**config.mk**
```make
export PLATFORM = sky130hd
export DESIGN_NAME = desc_dma_engine
export DESIGN_NICKNAME = d
export VERILOG_FILES = /design/src/rtl/desc_dma_pkg.sv /design/src/rtl/dma_desc_datapath.sv /design/src/rtl/dma_ctrl_fsm.sv /design/src/rtl/desc_dma_engine.sv
export SDC_FILE = /design/constraint.sdc
export NUM_CORES = 2
export LEC_CHECK = 0
export ABC_AREA = 0
export BUFFER_PORTS_ARGS = -buffer_cell sky130_fd_sc_hd__buf_4
export CAP_MARGIN = 20
export CORE_AREA = 2 2 417 419
export CTS_CLUSTER_DIAMETER = 100
export DETAILED_ROUTE_END_ITERATION = 7
export DIE_AREA = 0 0 419 421
export HOLD_SLACK_MARGIN = 0.15
export SLEW_MARGIN = 15
export SYNTH_ARGS = -nofsm -noshare
export SYNTH_HDL_FRONTEND = slang
export SYNTH_HIERARCHICAL = 1
export SYNTH_SLANG_ARGS = --single-unit
```
**constraint.sdc**
```tcl
create_clock -name clk -period 11 [get_ports clk]
set_clock_uncertainty 0.1 [all_clocks]
set_input_delay 0.55 -clock clk [delete_from_list [all_inputs] [get_ports clk]]
set_output_delay 0.55 -clock clk [all_outputs]
set_load 0.02 [all_outputs]
```
**src/rtl/desc_dma_pkg.sv**
```systemverilog
package desc_dma_pkg;
  localparam int ADDR_W = 32;
  localparam int OFF_W  = 16;
  localparam int ITER_W = 9;
  localparam int SZ_W   = 3;
  localparam int BUS_W  = 256;
  localparam int DESC_W = 256;
  localparam int FLAG_N = 7;
  localparam int PAD_W  = DESC_W - 5*ADDR_W - 2*OFF_W - 2*ITER_W - 2*SZ_W - FLAG_N;
  localparam logic [SZ_W-1:0] SZ_RECORD = 3'd5;

  typedef struct packed {
    logic [ADDR_W-1:0] srcAddr;
    logic [ADDR_W-1:0] dstAddr;
    logic [ADDR_W-1:0] byteCnt;
    logic [ADDR_W-1:0] srcLastAdj;
    logic [ADDR_W-1:0] dstLastOrNext;
    logic [OFF_W-1:0]  srcOff;
    logic [OFF_W-1:0]  dstOff;
    logic [ITER_W-1:0] curIter;
    logic [ITER_W-1:0] begIter;
    logic [SZ_W-1:0]   srcSize;
    logic [SZ_W-1:0]   dstSize;
    logic start;
    logic active;
    logic done;
    logic intMaj;
    logic intHalf;
    logic dReq;
    logic sgEn;
    logic [PAD_W-1:0]  pad;
  } chanDesc_t;

  typedef enum logic [1:0] {ACC_SRC, ACC_DST, ACC_REC} accSel_e;

  typedef struct packed {
    logic    loadExt;
    logic    loadMem;
    logic    beginXfer;
    logic    abortStart;
    logic    halt;
    logic    capture;
    logic    stepDst;
    logic    minorEnd;
    accSel_e sel;
  } dpStrobe_t;

  typedef struct packed {
    logic cfgOk;
    logic lastBeat;
    logic lastIter;
    logic halfHit;
  } dpStatus_t;

  function automatic logic [ADDR_W-1:0] sizeBytes(input logic [SZ_W-1:0] code);
    case (code)
      3'd0:    sizeBytes = ADDR_W'(1);
      3'd1:    sizeBytes = ADDR_W'(2);
      3'd2:    sizeBytes = ADDR_W'(4);
      3'd4:    sizeBytes = ADDR_W'(16);
      3'd5:    sizeBytes = ADDR_W'(32);
      default: sizeBytes = '0;
    endcase
  endfunction

  function automatic logic [ADDR_W-1:0] sext(input logic [OFF_W-1:0] v);
    sext = {{(ADDR_W-OFF_W){v[OFF_W-1]}}, v};
  endfunction
endpackage

```
**src/rtl/dma_desc_datapath.sv**
```systemverilog
module dma_desc_datapath
  import desc_dma_pkg::*;
(
  input  logic                clk,
  input  logic                rstN,
  input  dpStrobe_t           stb,
  input  chanDesc_t           cfgIn,
  input  logic [BUS_W-1:0]    memRdata,
  output chanDesc_t           chan,
  output dpStatus_t           stat,
  output logic [ADDR_W-1:0]   memAddr,
  output logic [SZ_W-1:0]     memSize,
  output logic [BUS_W-1:0]    memWdata
);
  logic [BUS_W-1:0]  dataBuf;
  logic [ADDR_W-1:0] minorLeft;
  logic [ADDR_W-1:0] srcSz;
  logic [ADDR_W-1:0] dstSz;

  assign srcSz = sizeBytes(chan.srcSize);
  assign dstSz = sizeBytes(chan.dstSize);

  always_comb begin
    stat.cfgOk    = (srcSz != '0) && (chan.srcSize == chan.dstSize) &&
                    (chan.byteCnt != '0) && ((chan.byteCnt & (srcSz - 1'b1)) == '0) &&
                    ((chan.byteCnt & (dstSz - 1'b1)) == '0) &&
                    (chan.curIter != '0) && (chan.begIter != '0);
    stat.lastBeat = (minorLeft == dstSz);
    stat.lastIter = (chan.curIter == ITER_W'(1));
    stat.halfHit  = !stat.lastIter && ((chan.curIter - ITER_W'(1)) == (chan.begIter >> 1));
  end

  always_comb begin
    case (stb.sel)
      ACC_DST: begin memAddr = chan.dstAddr;       memSize = chan.dstSize; end
      ACC_REC: begin memAddr = chan.dstLastOrNext; memSize = SZ_RECORD;    end
      default: begin memAddr = chan.srcAddr;       memSize = chan.srcSize; end
    endcase
  end
  assign memWdata = dataBuf;

  always_ff @(posedge clk or negedge rstN) begin
    if (!rstN) begin
      chan      <= '0;
      dataBuf   <= '0;
      minorLeft <= '0;
    end else begin
      if (stb.loadExt) begin
        chan        <= cfgIn;
        chan.active <= 1'b0;
      end
      if (stb.loadMem) begin
        chan        <= chanDesc_t'(memRdata);
        chan.done   <= 1'b1;
        chan.active <= 1'b0;
      end
      if (stb.beginXfer) begin
        chan.start  <= 1'b0;
        chan.done   <= 1'b0;
        chan.active <= 1'b1;
        minorLeft   <= chan.byteCnt;
      end
      if (stb.abortStart) chan.start <= 1'b0;
      if (stb.halt) begin
        chan.active <= 1'b0;
        chan.start  <= 1'b0;
      end
      if (stb.capture) begin
        dataBuf      <= memRdata;
        chan.srcAddr <= chan.srcAddr + sext(chan.srcOff);
      end
      if (stb.stepDst) begin
        chan.dstAddr <= chan.dstAddr + sext(chan.dstOff);
        minorLeft    <= minorLeft - dstSz;
      end
      if (stb.minorEnd) begin
        if (stat.lastIter) begin
          chan.curIter <= chan.begIter;
          chan.srcAddr <= chan.srcAddr + chan.srcLastAdj;
          if (!chan.sgEn) chan.dstAddr <= chan.dstAddr + chan.dstLastOrNext;
          chan.done    <= 1'b1;
          chan.active  <= 1'b0;
        end else begin
          chan.curIter <= chan.curIter - ITER_W'(1);
          minorLeft    <= chan.byteCnt;
        end
      end
    end
  end

  // done and busy are exclusive
  a_r4_done_not_busy: assert property (@(posedge clk) disable iff (!rstN)
    !(chan.done && chan.active));
  // the count never sits at zero while busy
  a_r4_iter_nonzero: assert property (@(posedge clk) disable iff (!rstN)
    chan.active |-> (chan.curIter != '0));
endmodule

```
**src/rtl/dma_ctrl_fsm.sv**
```systemverilog
module dma_ctrl_fsm
  import desc_dma_pkg::*;
(
  input  logic      clk,
  input  logic      rstN,
  input  logic      cfgWr,
  input  logic      hwReq,
  input  logic      memAck,
  input  logic      memErr,
  input  chanDesc_t chan,
  input  dpStatus_t stat,
  output dpStrobe_t stb,
  output logic      memReq,
  output logic      memWe,
  output logic      reqEn,
  output logic      majorIrq,
  output logic      halfIrq,
  output logic      errCfg,
  output logic      errSrc,
  output logic      errDst
);
  typedef enum logic [2:0] {
    ST_IDLE, ST_CHECK, ST_READ, ST_WRITE, ST_MINOR_END, ST_FETCH
  } ctrlState_e;

  ctrlState_e state, nextState;
  logic cfgAccept;

  assign cfgAccept = (state == ST_IDLE) && cfgWr;

  always_comb begin
    stb       = '0;
    stb.sel   = ACC_SRC;
    memReq    = 1'b0;
    memWe     = 1'b0;
    nextState = state;
    case (state)
      ST_IDLE: begin
        if (cfgWr) stb.loadExt = 1'b1;
        else if (chan.start || (hwReq && reqEn)) nextState = ST_CHECK;
      end
      ST_CHECK: begin
        if (stat.cfgOk) begin
          stb.beginXfer = 1'b1;
          nextState     = ST_READ;
        end else begin
          stb.abortStart = 1'b1;
          nextState      = ST_IDLE;
        end
      end
      ST_READ: begin
        memReq = 1'b1;
        if (memAck) begin
          if (memErr) begin stb.halt = 1'b1;    nextState = ST_IDLE;  end
          else        begin stb.capture = 1'b1; nextState = ST_WRITE; end
        end
      end
      ST_WRITE: begin
        memReq  = 1'b1;
        memWe   = 1'b1;
        stb.sel = ACC_DST;
        if (memAck) begin
          if (memErr) begin
            stb.halt  = 1'b1;
            nextState = ST_IDLE;
          end else begin
            stb.stepDst = 1'b1;
            nextState   = stat.lastBeat ? ST_MINOR_END : ST_READ;
          end
        end
      end
      ST_MINOR_END: begin
        stb.minorEnd = 1'b1;
        if (!stat.lastIter)   nextState = ST_READ;
        else if (chan.sgEn)   nextState = ST_FETCH;
        else                  nextState = ST_IDLE;
      end
      ST_FETCH: begin
        memReq  = 1'b1;
        stb.sel = ACC_REC;
        if (memAck) begin
          if (!memErr) stb.loadMem = 1'b1;
          nextState = ST_IDLE;
        end
      end
      default: nextState = ST_IDLE;
    endcase
  end

  always_ff @(posedge clk or negedge rstN) begin
    if (!rstN) begin
      state    <= ST_IDLE;
      reqEn    <= 1'b0;
      majorIrq <= 1'b0;
      halfIrq  <= 1'b0;
      errCfg   <= 1'b0;
      errSrc   <= 1'b0;
      errDst   <= 1'b0;
    end else begin
      state    <= nextState;
      majorIrq <= (state == ST_MINOR_END) && stat.lastIter && chan.intMaj;
      halfIrq  <= (state == ST_MINOR_END) && stat.halfHit && chan.intHalf;
      if (cfgAccept) begin
        reqEn  <= 1'b1;
        errCfg <= 1'b0;
        errSrc <= 1'b0;
        errDst <= 1'b0;
      end
      if (state == ST_CHECK && !stat.cfgOk) errCfg <= 1'b1;
      if ((state == ST_READ || state == ST_FETCH) && memAck && memErr) errSrc <= 1'b1;
      if (state == ST_WRITE && memAck && memErr) errDst <= 1'b1;
      if (state == ST_MINOR_END && stat.lastIter && chan.dReq) reqEn <= 1'b0;
    end
  end

  // the two interrupt pulses never overlap
  a_r7_irq_exclusive: assert property (@(posedge clk) disable iff (!rstN)
    $onehot0({majorIrq, halfIrq}));
  // a major pulse is only seen with done set
  a_r7_major_with_done: assert property (@(posedge clk) disable iff (!rstN)
    majorIrq |-> chan.done);
  // a configuration error never comes with a memory access
  a_r2_cfgerr_quiet: assert property (@(posedge clk) disable iff (!rstN)
    $rose(errCfg) |-> !memReq);
endmodule

```
**src/rtl/desc_dma_engine.sv**
```systemverilog
module desc_dma_engine
  import desc_dma_pkg::*;
(
  input  logic                clk,
  input  logic                rstN,
  input  logic                cfgWr,
  input  logic [DESC_W-1:0]   cfgDesc,
  input  logic                hwReq,
  output logic                memReq,
  output logic                memWe,
  output logic [ADDR_W-1:0]   memAddr,
  output logic [SZ_W-1:0]     memSize,
  output logic [BUS_W-1:0]    memWdata,
  input  logic                memAck,
  input  logic                memErr,
  input  logic [BUS_W-1:0]    memRdata,
  output logic [DESC_W-1:0]   chanState,
  output logic                reqEn,
  output logic                majorIrq,
  output logic                halfIrq,
  output logic                errCfg,
  output logic                errSrc,
  output logic                errDst
);
  dpStrobe_t stb;
  dpStatus_t stat;
  chanDesc_t chan;
  chanDesc_t cfgIn;

  assign cfgIn     = chanDesc_t'(cfgDesc);
  assign chanState = chan;

  dma_ctrl_fsm ctrl_i (
    .clk(clk), .rstN(rstN), .cfgWr(cfgWr), .hwReq(hwReq),
    .memAck(memAck), .memErr(memErr), .chan(chan), .stat(stat),
    .stb(stb), .memReq(memReq), .memWe(memWe), .reqEn(reqEn),
    .majorIrq(majorIrq), .halfIrq(halfIrq),
    .errCfg(errCfg), .errSrc(errSrc), .errDst(errDst)
  );

  dma_desc_datapath dp_i (
    .clk(clk), .rstN(rstN), .stb(stb), .cfgIn(cfgIn), .memRdata(memRdata),
    .chan(chan), .stat(stat), .memAddr(memAddr), .memSize(memSize),
    .memWdata(memWdata)
  );

  // an unanswered request holds still
  a_r10_req_hold: assert property (@(posedge clk) disable iff (!rstN)
    (memReq && !memAck) |=> (memReq && $stable(memAddr) && $stable(memWe)));
endmodule

```
; ---- After elaboration in Yosys (flattened, before gate mapping)
; Cells that the tools add are included.
[word_totals]
elab_cells = 161
mem_bits_rw = 0
n_memories = 0
romBits = 0
register_bits = 553
latch_bits = 0
output_inout_bits = 555
[op_classes]
n_bitwise = 2
n_shift = 0
n_div = 0
n_mux = 58
n_reduce_logical = 41
n_lt_le_gt_ge = 0
multipliers = 0
n_eq_ne = 24
addsub = 8
[op_table]
columns = operator, count
row1 = $mux 256, 2
row2 = $mux 32, 7
row3 = $add 32x32->32, 4
row4 = $mux 64, 2
row5 = $and 32x32->32, 2
row6 = $logic_not 32->1, 2
row7 = $pmux 32 s2, 1
row8 = $reduce_bool 32->1, 2
row9 = $pmux 6 s5, 2
row10 = $eq 32x6->1, 1
row11 = $sub 32x6->32, 1
row12 = $mux 3, 10
row13 = $mux 1, 21
row14 = $logic_and 1x1->1, 19
row15 = $eq 3x3->1 const B, 6
row16 = $mux 9, 2
row17 = $pmux 3 s6, 1
row18 = $reduce_bool 9->1, 2
row19 = $mux 2, 7
row20 = $sub 6x1->7 const B, 2
row21 = $eq 3x2->1 const B, 4
row22 = $ne 2x2->1 const B, 5
row23 = $reduce_bool 2->1, 5
row24 = $eq 3x1->1 const B, 3
row25 = 16 further kinds, 20

; ---- Logic depth before layout (Yosys ltp)
[depth]
depth_word = 16
depth_mapped = 17
mapped_depth_nobuf = 16

; ---- Modules after synthesis
; The synthesis kept the hierarchy.
[modules_own_cells]
columns = module, n_inst, seq_area_each_um2, cells_per_inst, area_each_um2
row1 = dma_desc_datapath, 1, 13613.1, 3329, 32363.5
row2 = dma_ctrl_fsm, 1, 225.2, 76, 655.6

; ---- Worst setup path before layout
; OpenSTA, ideal clock, no wires.
[synth_path]
path_type = reg2reg
start = reg, netlist name dp_i/chan[40]
end = reg dp_i.minorLeft[10]
path_stages_with_launch = 17
slack_ns = 7.289
n_path_buf = 2
synth_period_minus_slack_ns = 3.711
arrival_ns = 3.533
path_cell_list = dfrtp_1 -> clkbuf_1 -> or3b_2 -> ha_1 -> ha_1 -> nand2_1 -> a222oi_1 -> nand2_1 -> nor4_1 -> nand3_1 -> nor2_1 -> and3b_1 -> inv_1 -> nand2_1 -> clkbuf_1 -> o22ai_1 -> a21oi_1
[synth_rtl]
columns = item, line
row1 = end signal: assignment, dma_desc_datapath.sv:61  ; minorLeft <= chan.byteCnt;
row2 = end signal: assignment, dma_desc_datapath.sv:74  ; minorLeft <= minorLeft - dstSz;
row3 = end signal: assignment, dma_desc_datapath.sv:85  ; minorLeft <= chan.byteCnt;
row4 = end: declaration, dma_desc_datapath.sv:16  ; logic [ADDR_W-1:0] minorLeft;

==> metrics <==
total negative slack=0 ns; number of setup violations in the final report=0; Synth Cell Area=33000 um^2; final core area utilization=just under 30%; critical path fanouts, max=22; via count of the first global-routing pass=33800; Synthesized Nets=4067; Clock Latency Late Sink=0.70 ns; maximum number of pins on one net before global-route repair=155; Yosys reg bits=553; Leakage=0.0235 uW; Fmax achieved=slightly above 200 MHz; number of sinks driven by the clock tree=553; YS warnings=6; clk slew on worst S/H paths=approximately 0.060 ns; number of cells on the worst reg-to-reg path=15; Total Wirelength=191 mm; crit path kind=reg -> reg; post-synthesis cell type with the largest combined area=sky130_fd_sc_hd__dfrtp_1; most common cell after layout, fill and taps aside=sky130_fd_sc_hd__buf_4; TritonCTS clock tree=built; number of failing hold endpoints at the final stage=0; Detail Placement HPWL=150 mm; leading register cell type out of synthesis=sky130_fd_sc_hd__dfrtp_1; total non-filler cell area in the finished layout=50800 um^2; via density per instance=between 4 and 5; max-capacitance violation count=0; Synth async-reset ratio=100%; Clock Tree Root=sky130_fd_sc_hd__clkbuf_16; Total Power=8210 uW; detailed-routing iteration count for the pre-antenna-repair pass=6; grt met1 use=28.3%; Worst Path Required=11.52 ns; Area Growth Syn to Fin=53.8%; area share of the largest cell type after synthesis=a little over two fifths; minimum clock period=roughly 5 ns; detail-routed net length per standard cell=26.3 um; Slew @ Worst Pin=between 1 and 1.5 ns; starting density of the core=19.1%; Max rail drop VDD=125 uV; number of nets in the final layout=5509; run status=finished, final reports clean; buffer levels on the longest clock path=3; crit path capture type=register; part of the Yosys area used for sequential elements=41.9%; count of buffers from port buffering=1071; core area=approximately 170000 um^2; Placed Instance Area=between 40000 and 50000 um^2; cts bufs inserted=79; Die Area=176000 um^2; Die Width=roughly 420 um; share of post-route cells with drive strength above 1=between 30% and 40%; global routing met3 resource utilization=4.05%; final worst path period share=between 40% and 50%; synthesized area per cell=9.70 um^2; global placer's final weighted congestion=1.02; Hold Path Cell Cnt=5; global-route layer with the greatest usage=met2; dominant cells by area after synthesis=sky130_fd_sc_hd__dfrtp_1 (42%), sky130_fd_sc_hd__mux2_2 (8.8%), sky130_fd_sc_hd__mux2i_1 (7.9%), sky130_fd_sc_hd__o21ai_0 (5.3%), sky130_fd_sc_hd__ha_1 (5.3%); global-route wire length before repair=between 200 and 300 mm; Yosys cell types=95; worst min-delay path class=in -> reg; total routing resource utilization after global routing=20.9%; total DRC errors in the routed layout=0; count of routing violations after the opening detailed-route iteration=2991; pwr/cell area=162 nW/um^2; die span in y=421 um; kind of start point of the critical path=register; number of cell rows=153; number of antenna violations at the first check in global routing=47; Data arrival, critical path=~5.5 ns; H-tree lvl count=3; remaining antenna violation count after routing=0; final global-route overflow total=0; number of enable-type register cells in the synthesized netlist=0; vias=34300; number of primary I/O pins=approximately 1100; worst slew margin relative to its limit=between 20% and 30%; met2 track demand over resource=between 30% and 40%; number of pins with negative max-slew slack in the final report=0; unrepaired setup endpoints after global routing=false; highest-count cells in the layout ignoring fill and taps=sky130_fd_sc_hd__buf_4 (1102), sky130_fd_sc_hd__dfrtp_1 (553), sky130_fd_sc_hd__dlygate4sd3_1 (458); cells after synthesis=3405
[cells in the mapped netlist (all sizes together), types with 20 or more instances]
library cell / n
o21ai: 352
nand2b: 28
a22oi: 41
a211oi: 37
inv: 53
a31oi: 23
ha: 139
mux2i: 262
a21o: 62
o21a: 20
mux2: 259
xnor2: 73
nand2: 349
nand3: 34
clkbuf: 168
a21oi: 296
dfrtp: 553
nor2: 226
buf: 36
nor3: 33
xor2: 74
[report_power, final]
part           switching (uW)  leakage (uW)  total, uW  internal [uW]
registers                 399       0.00701       2590           2190
logic                    1670        0.0152       2960           1290
clock network            1090       0.00129       2670           1580
total                    3150        0.0235       8210           5060
[worst max-delay path: stages (launching register included)]
cell and delay, ns:
sky130_fd_sc_hd__dfrtp_1 0.71, sky130_fd_sc_hd__or3b_2 0.54, sky130_fd_sc_hd__ha_1 0.24, sky130_fd_sc_hd__ha_1 0.27, sky130_fd_sc_hd__nand2_1 0.05, sky130_fd_sc_hd__a222oi_1 0.34
sky130_fd_sc_hd__nand2_1 0.09, sky130_fd_sc_hd__nor4_1 0.25, sky130_fd_sc_hd__nand3_1 0.11, sky130_fd_sc_hd__nor2_1 0.26, sky130_fd_sc_hd__and3b_1 0.64, sky130_fd_sc_hd__inv_1 0.15
sky130_fd_sc_hd__nand2_1 0.67, sky130_fd_sc_hd__nor2_1 0.07, sky130_fd_sc_hd__o21ai_0 0.20, sky130_fd_sc_hd__o21a_1 0.14
[area by class of cell]
class                           instances  area (um^2)
Fill cell                           18000       122000
Multi-Input combinational cell       2594        18200
Sequential cell                       553        13800
Timing Repair Buffer                 1566        13000
Tap cell                             2325         2910
Clock buffer                          110         2250
Clock inverter                         29          374
Inverter                               53          199
Antenna cell                           18         45.0
[metal layers]
metal  routed length (um)  up-vias
li1                     -    15300
met1                83900    17300
met2                86800     1474
met3                13000      273
met4                 7240        4
met5                   27        -
[kinds of logic after synthesis]
logic type	Yosys count	synth area share (%)
mux	521	16.8
simple gates	807	11.1
xor+xnor	147	3.90
fa+ha+maj	144	5.57
buf+inv	258	3.16
compound gates	975	17.6
flops	553	41.9
[metrics by stage]
stage                     worst slack, ns  hold WS (ns)  std cells
after CTS                            6.17         0.164       7229
after detailed placement             6.22         0.397       6632
final                                6.05         0.236       7248
after global routing                 5.87         0.236       7243
after global placement               6.22         0.391       6632
after floorplan                      7.29         0.154       3405
[state kept, by name, indices dropped and copies added (netlist names)]
name             count
ctrl_i/errSrc        1
ctrl_i/errCfg        1
ctrl_i/majorIrq      1
ctrl_i/reqEn         1
dp_i/minorLeft      32
ctrl_i/halfIrq       1
ctrl_i/state         3
dp_i/chan          256
dp_i/memWdata      256
ctrl_i/errDst        1
[final timing paths]
path	from	to	slack [ns]
max	dp_i/chan[40]	dp_i/minorLeft[18]	6.05
min	cfgDesc[59]	dp_i/chan[59]	0.24
max reg2reg	dp_i/chan[40]	dp_i/minorLeft[18]	6.05
min reg2reg	dp_i/memWdata[224]	dp_i/memWdata[224]	0.41
max in group asynchronous	rstN	dp_i/memWdata[92]	8.12
min in group asynchronous	rstN	dp_i/memWdata[11]	0.31
[repair_timing]
| item | in CTS | in global routing |
|---|---|---|
| hold endpoints to repair | 515 | 0 |
| resized for setup | 0 | 0 |
| setup endpoints to repair | 0 | 0 |
| hold buffers | 458 | 0 |
| setup buffers | 0 | 0 |
Power figures use the tool's default switching activity.
